$ cat src/rtl/ee_port_pkg.sv
package ee_port_pkg;

    localparam int BIT_REQ   = 5;
    localparam int BIT_READY = 4;
    localparam int BIT_CS    = 3;
    localparam int BIT_SK    = 2;
    localparam int BIT_DOUT  = 1;
    localparam int BIT_DIN   = 0;

    typedef struct packed {
        logic req;
        logic cs;
        logic sk;
        logic dout;
    } ee_ctl_t;

    function automatic int pace_cycles(input int clk_mhz, input int delay_ns);
        return (clk_mhz * delay_ns + 999) / 1000;
    endfunction

    function automatic ee_ctl_t decode_write(input logic [7:0] v);
        ee_ctl_t c;
        c.req  = v[BIT_REQ];
        c.cs   = v[BIT_CS];
        c.sk   = v[BIT_SK];
        c.dout = v[BIT_DOUT];
        return c;
    endfunction

endpackage

$ cat src/rtl/ee_din_sync.sv
module ee_din_sync #(
    parameter int STAGES = 2
) (
    input  logic clk,
    input  logic rst,
    input  logic d,
    output logic q
);
    logic [STAGES-1:0] chain;

    always_ff @(posedge clk) begin
        if (rst) chain <= '0;
        else     chain <= {chain[STAGES-2:0], d};
    end

    assign q = chain[STAGES-1];
endmodule

$ cat src/rtl/ee_port_arb.sv
module ee_port_arb (
    input  logic clk,
    input  logic rst,
    input  logic req_next,
    input  logic port_busy,
    output logic granted
);
    always_ff @(posedge clk) begin
        if (rst) granted <= 1'b0;
        else     granted <= req_next && (granted || !port_busy);
    end

    AST_GRANT_ON_IDLE: assert property (@(posedge clk) disable iff (rst)
        $rose(granted) |-> !$past(port_busy));

    AST_HOLD_WHEN_BUSY: assert property (@(posedge clk) disable iff (rst)
        granted && req_next |=> granted);
endmodule

$ cat src/rtl/ee_pace_timer.sv
module ee_pace_timer #(
    parameter int CYC = 200
) (
    input  logic clk,
    input  logic rst,
    input  logic arm,
    input  logic clear,
    output logic expired
);
    localparam int CW = $clog2(CYC + 1);

    logic [CW-1:0] cnt;

    always_ff @(posedge clk) begin
        if (rst || clear)      cnt <= '0;
        else if (arm)          cnt <= CW'(CYC);
        else if (cnt != '0)    cnt <= cnt - 1'b1;
    end

    assign expired = (cnt == '0);

    AST_PACE_RANGE: assert property (@(posedge clk) disable iff (rst)
        cnt <= CW'(CYC));

    AST_ARM_BLOCKS: assert property (@(posedge clk) disable iff (rst)
        arm && !clear |=> !expired);
endmodule

$ cat src/rtl/ee_port_ctl.sv
module ee_port_ctl
    import ee_port_pkg::*;
#(
    parameter int CLK_MHZ  = 250,
    parameter int DELAY_NS = 800
) (
    input  logic       clk,
    input  logic       rst,
    input  logic       wr_en,
    input  logic [7:0] wr_data,
    output logic [7:0] rd_data,
    input  logic       port_busy,
    output logic       port_req,
    output logic       port_grant,
    output logic       ee_cs,
    output logic       ee_sk,
    output logic       ee_do,
    input  logic       ee_di
);
    localparam int PACE_CYC = pace_cycles(CLK_MHZ, DELAY_NS);

    ee_ctl_t ctl_q, ctl_next;
    logic    granted, pace_done, ready, din_s;
    logic    unused_bits;

    assign unused_bits = ^{wr_data[7:6], wr_data[BIT_READY], wr_data[BIT_DIN]};

    always_comb begin
        ctl_next = ctl_q;
        if (wr_en) ctl_next = decode_write(wr_data);
    end

    always_ff @(posedge clk) begin
        if (rst) ctl_q <= '0;
        else     ctl_q <= ctl_next;
    end

    ee_port_arb u_arb (
        .clk       (clk),
        .rst       (rst),
        .req_next  (ctl_next.req),
        .port_busy (port_busy),
        .granted   (granted)
    );

    ee_pace_timer #(.CYC(PACE_CYC)) u_timer (
        .clk     (clk),
        .rst     (rst),
        .arm     (wr_en && granted),
        .clear   (!ctl_next.req),
        .expired (pace_done)
    );

    ee_din_sync #(.STAGES(2)) u_sync (
        .clk (clk),
        .rst (rst),
        .d   (ee_di),
        .q   (din_s)
    );

    assign ready      = granted && pace_done;
    assign port_req   = ctl_q.req;
    assign port_grant = granted;
    assign ee_cs      = granted && ctl_q.cs;
    assign ee_sk      = granted && ctl_q.sk;
    assign ee_do      = ctl_q.dout;

    always_comb begin
        rd_data            = '0;
        rd_data[BIT_REQ]   = ctl_q.req;
        rd_data[BIT_READY] = ready;
        rd_data[BIT_CS]    = ctl_q.cs;
        rd_data[BIT_SK]    = ctl_q.sk;
        rd_data[BIT_DOUT]  = ctl_q.dout;
        rd_data[BIT_DIN]   = din_s;
    end

    AST_FIRST_READY: assert property (@(posedge clk) disable iff (rst)
        $rose(port_grant) |-> rd_data[BIT_READY]);

    AST_PINS_IDLE: assert property (@(posedge clk) disable iff (rst)
        !port_grant |-> !ee_cs && !ee_sk);

    AST_RELEASE: assert property (@(posedge clk) disable iff (rst)
        wr_en && !wr_data[BIT_REQ] |=> !port_grant && !rd_data[BIT_READY]);

    AST_GRANT_NEEDS_REQ: assert property (@(posedge clk) disable iff (rst)
        port_grant |-> port_req);
endmodule

$ cat config.mk
export PLATFORM = sky130hd
export DESIGN_NAME = ee_port_ctl
export DESIGN_NICKNAME = d
export VERILOG_FILES = /design/src/rtl/ee_port_pkg.sv /design/src/rtl/ee_din_sync.sv /design/src/rtl/ee_port_arb.sv /design/src/rtl/ee_pace_timer.sv /design/src/rtl/ee_port_ctl.sv
export SDC_FILE = /design/constraint.sdc
export NUM_CORES = 1
export LEC_CHECK = 0
export BUFFER_PORTS_ARGS = -buffer_cell sky130_fd_sc_hd__buf_4
export CAP_MARGIN = 20
export CORE_MARGIN = 8
export CORE_UTILIZATION = 40
export CTS_BUF_LIST = sky130_fd_sc_hd__clkbuf_16
export CTS_CLUSTER_DIAMETER = 80
export DETAILED_ROUTE_END_ITERATION = 8
export GPL_ROUTABILITY_DRIVEN = 0
export PLACE_DENSITY = 0.67
export SLEW_MARGIN = 10
export SYNTH_ARGS = -nofsm -noshare
export SYNTH_HDL_FRONTEND = slang
export SYNTH_SLANG_ARGS = --single-unit
$ cat constraint.sdc
create_clock -name clk -period 1.7 [get_ports clk]
set_input_delay 0.085 -clock clk [delete_from_list [all_inputs] [get_ports clk]]
set_output_delay 0.085 -clock clk [all_outputs]
set_load 0.02 [all_outputs]
==> results.yml, run 1 <==
run_status:
  status: "complete, no violations"
pwr:
  power.density_nw_per_um2: 1186
  power.leakage_nw: 0.4210
  peakVddDrop_mv: 0.6086
clocking:
  cts_tree: "done"
  htreeDepth: 1
  root_buffer: "clkbuf_16"
  cts_buffers: 3
  clkTransAtPathRegs_ps: 50
  cts_hold_buf: 0
  tritoncts_num_sinks: 15
  clock_latency_ps: 240
  cts_buffer_depth: 2
setup_path:
  arrival_ps: 1570
  path_max_fanout: 8
  critical_path_class: "register to output port"
  endpoint_kind: "output port"
  cp.required_ps: 1620
  critPathLaunchType: "register"
cells_and_area:
  fin_area_sq_um: 948.4
  instances_no_fill: 122
  area_growth_pct: 31.83
  final_common_cell: "buf_4"
  layout-drive-gt1-share_pct: 30.93
  layout_common_cells: "21 x buf_4, 14 x dfxtp_1, 5 x inv_1"
  fin_nets: 113
  antennaDiodeCount: 0
  fillerInstances: 156
timing:
  setup_violations: 0
  min_period_ps: 1660
  fin_crit_sh_pct: 97.62
  clock.fmax_ghz: 0.6026
  hold_viol: 0
  clock_skew_ps: 2.001
  slew_violations: 0
floorplanning:
  start_util_pct: 42.12
  rows: 15
  die_area_sq_um: 3412
  coreArea_sq_um: 1708
  die_w_microns: 58.41
  die_y_microns: 58.41
  io_pins: 26
drt:
  wl_microns: 1493
  wire_per_inst_microns: 12.24
  initialDrtViolationCount: 15
  drtAntennaViolNets: 0
  avgViaCountPerCell: 4.844
  drc: 0
  vias: 591
  drt_pass1_iterations: 4
yosys:
  ys_ff_latch: 15
  muxShareOfSynthArea_pct: 4.174
  syn_inst: 79
  yosysWarnings: 0
  synth_top_family_by_area: "simple AND/OR/NAND/NOR gates"
  yosysUniqueCellTypes: 29
  synth_adder_area_share_pct: 3.478
  synth_xor_area_share_pct: 2.435
  ys_seq_area_share_pct: 41.74
  synth_compound_area_share_pct: 12.52
  yosys.area_share.simple_pct: 23.65
  avgSynthCellArea_sq_um: 9.107
  syn-cell-area_sq_um: 719.4
job:
  drv_cap: 0
global_routing:
  grt_pass1_wl_microns: 2408
  grt-ovfl-total: 0
  antenna_found_initial: 0
  grt_max_degree: 10
  grt_pass1_vias: 541
  grt_usage_pct: 9.258
placed_design:
  placed_cell_area_sq_um: 848.3
  numPortBuffers: 19
  dp_hpwl_microns: 1132
  dp.cells: 117
worst_hold_path:
  hold_path_class: "input pin to register"
[cells by family after synthesis]
| kind of cell | count (synthesis) |
|---|---|
| AND/OR/NAND/NOR | 28 |
| flip-flops | 15 |
| AO/OA/AOI/OAI | 14 |
| buffers and inverters | 14 |
| multiplexers | 3 |
| adder cells (fa/ha/maj) | 2 |
| XOR/XNOR | 2 |
| other | 1 |
[routing by layer]
metal	vias up	GRT usage (%)	wire length [microns]
li1	304	-	-
met1	262	10.28	664
met2	23	13.86	662
met3	2	4.783	158
met4	0	5.245	8
met5	-	0	0
[worst max-delay path, stage by stage, from the launching register on]
cell	delay [ps]
dfxtp_2	340
or4_4	540
buf_6	150
nor3_2	140
buf_4	160
[registers in the layout, summed over array words and instances, names as in the netlist]
| name | count |
|---|---|
| u_timer.cnt | 8 |
| port_req | 1 |
| u_sync.chain | 2 |
| u_arb.granted | 1 |
| ee_do | 1 |
| rd_data | 2 |
[synthesized netlist by cell type (all sizes together)]
cell type,number,area [sq um]
dfxtp,15,300.3
buf,7,56.30
inv,5,18.77
nor3,5,25.02
nor2,4,15.01
o21ai,4,20.02
or4,4,33.78
a31oi,3,18.77
mux2i,3,30.03
nor2b,3,18.77
nor3b,3,22.52
a21o,2,15.01
and2,2,12.51
clkbuf,2,7.510
ha,2,25.02
nand2,2,7.510
or3,2,12.51
xnor2,2,17.52
a211oi,1,7.510
a21oi,1,5.000
conb,1,3.750
nand2b,1,6.260
nand3b,1,7.510
o21bai,1,7.510
o31ai,1,7.510
o41ai,1,8.760
or3b,1,8.760
[stage by stage]
stage               setup slack (ps)  power [mW]  TNS [ps]  util, %  hold slack, ps
finish                         40.42       1.124         0    55.53           18.45
global route                  -2.478       1.179    -2.478    55.53           34.43
CTS                            15.29       1.124         0    55.09           12.25
detailed placement             51.26      0.6519         0    49.67           267.8
global placement               125.9      0.6467         0    49.67           266.4
floorplan                      157.1      0.6013         0        -           156.6
[cell type report]
class,count,area (sq um),share of cell area (%)
Multi-Input combinational cell,51,347.8,36.68
Sequential cell,15,301.5,31.79
Timing Repair Buffer,22,168.9,17.81
Clock buffer,3,75.07,7.916
Tap cell,25,31.28,3.298
Inverter,5,18.77,1.979
Clock inverter,1,5.005,0.5277
[what timing repair did]
| item | 4_1_cts | 5_1_grt |
|---|---|---|
| endpoints found under the setup margin | 1 | 1 |
| gates resized for setup | 4 | 0 |
| buffers inserted | 0 | 1 |
| pin swaps | 0 | 1 |
[path summary, 6_finish.rpt]
kind | slack, ps | cells past startpoint | end | startpoint
setup reg to reg | 40 | 4 | u_timer.cnt[6] | u_timer.cnt[2]
hold reg to reg | 440 | 1 | u_sync.chain[1] | u_sync.chain[0]
setup / recovery | 40 | 4 | rd_data[4] | u_timer.cnt[2]
hold / removal | 20 | 2 | u_arb.granted | port_busy
[report_power, final]
| group | total [mW] | internal, mW | switching, mW |
|---|---|---|---|
| logic | 0.271 | 0.140 | 0.132 |
| registers | 0.398 | 0.376 | 0.0212 |
| clock network | 0.456 | 0.314 | 0.142 |
| total | 1.12 | 0.830 | 0.295 |
Note: power is estimated with default switching activity, not from simulation.
==> run 2, diff against run 1 <==
PLACE_DENSITY = 0.66   (was 0.67)
SYNTH_HIERARCHICAL = 1   (was not set)
==> results.yml, run 2 <==
timing:
  setup_violations: 0
  tightest_slew_ps: 536.0
  clock_skew_ps: 2.070
  fin_crit_sh_pct: 97.19
  tns_ps: 0
  slew_violations: 0
  rsz0062_at_grt: "false"
  min_period_ps: 1652
  clock.fmax_ghz: 0.6053
  hold_viol: 0
  slew_headroom_pct: 64.19
yosys:
  avgSynthCellArea_sq_um: 9.522
  synth_top_cell_area_share_pct: 40.96
  yosysWarnings: 6
  synth-edff-count: 0
  ys_ff_latch: 15
  syn-cell-area_sq_um: 733.2
  synth_common_cells: "15 x dfxtp_1, 6 x buf_4, 6 x nor2_1"
  async_flop_share_pct: 0
  synth.largest_area_cell: "dfxtp_1"
  ys.flop_type: "dfxtp_1"
  syn_inst: 77
  yosysUniqueCellTypes: 35
  ys_seq_area_share_pct: 40.96
  yosys.cell_count.top_type: "dfxtp_1"
  synth.top_cells.by_area: "dfxtp_1 41%, buf_4 6.1%, mux2i_1 4.1%, nor3_1 3.4%, nor2_1 3.1%"
clocking:
  cts_tree: "done"
  root_buffer: "clkbuf_16"
  clock_latency_ps: 240
  tritoncts_num_sinks: 15
  clkTransAtPathRegs_ps: 50
  cts_buffer_depth: 2
  htreeDepth: 1
  cts_buffers: 3
  cts_hold_buf: 0
setup_path:
  rr_endpoint: "u_timer/cnt[3]"
  r2r_setup_slack_ps: 110
  critPathLaunchType: "register"
  cp.required_ps: 1620
  crit_end: "rd_data[4]"
  path_max_fanout: 4
  rr_worst_depth: 5
  arrival_ps: 1570
  r2r-start: "u_timer/cnt[1]"
  startpoint: "u_timer/cnt[1]"
  endpoint_kind: "output port"
  critical_path_class: "register to output port"
pwr:
  power.density_nw_per_um2: 1142
  peakVddDrop_mv: 0.5678
  power.leakage_nw: 0.4453
global_routing:
  grt-ovfl-total: 0
  antenna_found_initial: 0
  grt_pass1_wl_microns: 2753
  grt_usage_pct: 10.28
  grt_pass1_vias: 631
  grt_max_degree: 10
run_status:
  status: "complete, no violations"
cells_and_area:
  final_common_cell: "buf_4"
  antennaDiodeCount: 0
  layout_common_cells: "24 x buf_4, 14 x dfxtp_1, 5 x nor2_1, 5 x nor3_1"
  layout-drive-gt1-share_pct: 41.00
  fin_nets: 115
  top_register: "u_timer/cnt"
  largest_reg_flops: 8
  area_growth_pct: 37.54
  fin_area_sq_um: 1008
floorplanning:
  start_util_pct: 42.46
  io_pins: 26
  die_w_microns: 58.82
  rows: 15
  coreArea_sq_um: 1727
  die_y_microns: 58.82
  die_area_sq_um: 3459
worst_hold_path:
  hold_path_depth: 2
  holdCritStartpoint: "ee_di"
  hold_path_class: "input pin to register"
placed_design:
  numPortBuffers: 19
  dp_hpwl_microns: 1317
  placed_cell_area_sq_um: 892.1
drt:
  drtAntennaViolNets: 0
  avgViaCountPerCell: 5.136
  initialDrtViolationCount: 21
  vias: 642
  wl_microns: 1813
  drc: 0
  drt_pass1_iterations: 4
  wire_per_inst_microns: 14.50
job:
  drv_cap: 0
[run 2: worst min-delay path by stage]
stage          slack, ps               to
2_1_floorplan        150    u_arb/granted
3_3_place_gp         300  u_sync/chain[0]
3_5_place_dp         300  u_sync/chain[0]
4_1_cts               60  u_sync/chain[0]
5_1_grt               60  u_sync/chain[0]
6_report              60  u_sync/chain[0]
[run 2: logic make-up (layout without fill, tap and decap cells)]
group / count (synthesis) / count (layout) / synth area share (%)
and+or+nand+nor: 28 / 28 / 25.09
AOI/OAI and AO/OA: 15 / 15 / 14.34
DFF: 15 / 15 / 40.96
buffers and inverters: 12 / 34 / 10.24
muxes: 4 / 4 / 5.972
adders and majority gates: 1 / 1 / 1.706
other: 1 / 2 / 0.5115
xor gates and xnor gates: 1 / 1 / 1.195
[run 2: final cells by class]
type / instances / area [sq um]
Fill cell: 165 / 718.2
Inverter: 5 / 18.77
Sequential cell: 15 / 301.5
Clock inverter: 1 / 3.754
Tap cell: 25 / 31.28
Timing Repair Buffer: 25 / 191.4
Multi-Input combinational cell: 51 / 386.6
Clock buffer: 3 / 75.07
[run 2: critical path, cell delays in order, from the launching register on]
cell     delay [ps]
dfxtp_2         330
inv_2            80
ha_4            140
or3b_4          410
nor2_4          100
and2_1          140
buf_6           120
[run 2: where the power goes]
group / internal, mW / switching, mW / leakage (nW) / total (mW)
Sequential: 0.375 / 0.0213 / 0.123 / 0.397
Clock: 0.311 / 0.134 / 0.0423 / 0.445
Combinational: 0.161 / 0.149 / 0.280 / 0.310
[run 2: metrics by stage]
step,setup WS [ps],hold WS (ps),std cells,utilization (%),total power [mW]
2_1_floorplan,110.3,154.5,78,-,0.5691
3_3_place_gp,94.04,298.0,120,51.67,0.6566
3_5_place_dp,65.92,304.5,120,51.67,0.6635
4_1_cts,4.060,55.35,124,57.39,1.138
5_1_grt,3.574,62.38,125,58.41,1.190
6_report,47.80,57.14,125,58.41,1.151
[run 2: what timing repair did]
item | 4_1_cts | 5_1_grt
gates resized for setup | 7 | 3
buffers inserted | 0 | 1
pin swaps | 0 | 1
endpoints found under the setup margin | 1 | 1
[run 2: metal layers]
| layer | GRT usage, % | wire [microns] | up-vias |
|---|---|---|---|
| met2 | 16.20 | 886 | 21 |
| met3 | 3.478 | 101 | 2 |
| met1 | 11.69 | 813 | 305 |
| met4 | 6.143 | 11 | 0 |
| met5 | 0 | 0 | - |
| li1 | - | - | 314 |
==> run 3, diff against run 2 <==
clock period = 2 ns   (was 1.7 ns; I/O delays follow)
==> results.yml, run 3 (synthesis gave the netlist of run 2 again) <==
run_status:
  status: "complete, no violations"
drt:
  drtAntennaViolNets: 0
  wire_per_inst_microns: 13.95
  avgViaCountPerCell: 5.158
  drc: 0
  initialDrtViolationCount: 23
  wl_microns: 1674
  drt_pass1_iterations: 4
  vias: 619
timing:
  slew_violations: 0
  clock_skew_ps: 5.485
  hold_viol: 0
  setup_violations: 0
  clock.fmax_ghz: 0.5294
  tns_ps: 0
  fin_crit_sh_pct: 94.45
  min_period_ps: 1889
  holdWs_ps: 74.39
  rsz0062_at_grt: "false"
floorplanning:
  die_y_microns: 58.82
  io_pins: 26
  die_w_microns: 58.82
  rows: 15
  start_util_pct: 42.46
  die_area_sq_um: 3459
  coreArea_sq_um: 1727
clocking:
  clkTransAtPathRegs_ps: 50
  cts_hold_buf: 0
  root_buffer: "clkbuf_16"
  clock_latency_ps: 240
  cts_tree: "done"
  cts_buffer_depth: 2
  tritoncts_num_sinks: 15
  cts_buffers: 3
  htreeDepth: 1
pwr:
  peakVddDrop_mv: 0.5873
  power.density_nw_per_um2: 973.6
  power.leakage_nw: 0.4149
setup_path:
  critical_path_class: "register to output port"
  r2r-start: "u_timer/cnt[0]"
  cp.required_ps: 1900
  rr_endpoint: "u_timer/cnt[7]"
  r2r_setup_slack_ps: 280
  endpoint_kind: "output port"
  arrival_ps: 1790
  critPathLaunchType: "register"
  path_max_fanout: 6
  rr_worst_depth: 5
cells_and_area:
  fin_nets: 110
  largest_reg_flops: 8
  final_common_cell: "buf_4"
  area_growth_pct: 29.35
  layout-drive-gt1-share_pct: 34.74
  seqCellArea_sq_um: 300.3
  fillerInstances: 172
  layout_common_cells: "20 x buf_4, 15 x dfxtp_1, 6 x inv_1"
  top_register: "u_timer/cnt"
  antennaDiodeCount: 0
  multi_input_comb_area_sq_um: 369.1
job:
  drv_cap: 0
placed_design:
  dp_hpwl_microns: 1203
  numPortBuffers: 19
worst_hold_path:
  min_to: "u_sync/chain[0]"
  holdCritStartpoint: "ee_di"
  hold_path_class: "input pin to register"
  hold_path_depth: 2
global_routing:
  grt-ovfl-total: 0
  grt_pass1_vias: 652
  antenna_found_initial: 0
  grt_max_degree: 10
  grt_pass1_wl_microns: 2739
  grt_usage_pct: 10.15
## run 3: cell count changes in the layout (fill, tap and decap cells not counted)
cell	delta
buf_4	-4
buf_6	-1
dfxtp_1	+1
dfxtp_2	-1
ha_2	+1
ha_4	-1
inv_1	+2
inv_2	-2
nor2_2	+1
nor2_4	-1
or4_2	+1
or4_4	-1
## run 3: how the worst max path moves through the flow
stage | slack, ps | end | depth (start not counted) | startpoint
final | 110 | rd_data[4] | 4 | u_timer/cnt[3]
after global routing | 10 | rd_data[4] | 6 | u_timer/cnt[0]
after CTS | 5 | rd_data[4] | 6 | u_timer/cnt[0]
after detailed placement | 300 | u_timer/cnt[7] | 5 | u_timer/cnt[0]
after global placement | 300 | u_timer/cnt[7] | 5 | u_timer/cnt[0]
after floorplan | 410 | u_timer/cnt[7] | 5 | u_timer/cnt[0]
## run 3: through the flow
| stage | setup WS, ps | power (mW) | utilization [%] | instance area [sq um] | cells |
|---|---|---|---|---|---|
| after CTS | 5.428 | 0.9209 | 54.49 | 940.9 | 120 |
| final | 111.0 | 0.9233 | 54.93 | 948.4 | 120 |
| after detailed placement | 298.5 | 0.5372 | 49.93 | 862.1 | 116 |
| after global placement | 303.0 | 0.5344 | 49.93 | 862.1 | 116 |
| after floorplan | 410.3 | 0.4838 | - | 737.0 | 78 |
| after global routing | 9.893 | 0.9657 | 54.93 | 948.4 | 120 |
## run 3: report_power, final
| part | switching, mW | internal [mW] | leakage [nW] |
|---|---|---|---|
| Combinational | 0.106 | 0.102 | 0.250 |
| Sequential | 0.0211 | 0.319 | 0.122 |
| Clock | 0.112 | 0.264 | 0.0423 |
| Total | 0.239 | 0.685 | 0.415 |
## run 3: critical path: stages, from the launching register on
cell and delay, ps:
dfxtp_1 350, or4_2 730, nor2_2 180, and2_1 140, buf_4 130
## run 3: layout make-up
cell class              instances  share of cell area, %
flip-flops and latches         15                  31.66
multi-input cells              51                  38.92
repair buffers                 20                  15.83
clock inverters                 1                 0.3958
clock buffers                   3                  7.916
inverters                       5                  1.979
well taps                      25                  3.298
## run 3: per-layer routing
layer	up-vias	global-route usage, %	wire (microns)	part of all wire [%]
met3	6	3.913	99	5.9
li1	307	-	-	-
met1	282	10.32	709	42
met4	0	7.509	37	2.2
met5	-	0	0	0
met2	24	16.51	827	49
## run 3: timing repair
action	4_1_cts	5_1_grt
setup buffers	0	0
gates resized for setup	0	3
setup endpoints to repair	0	1
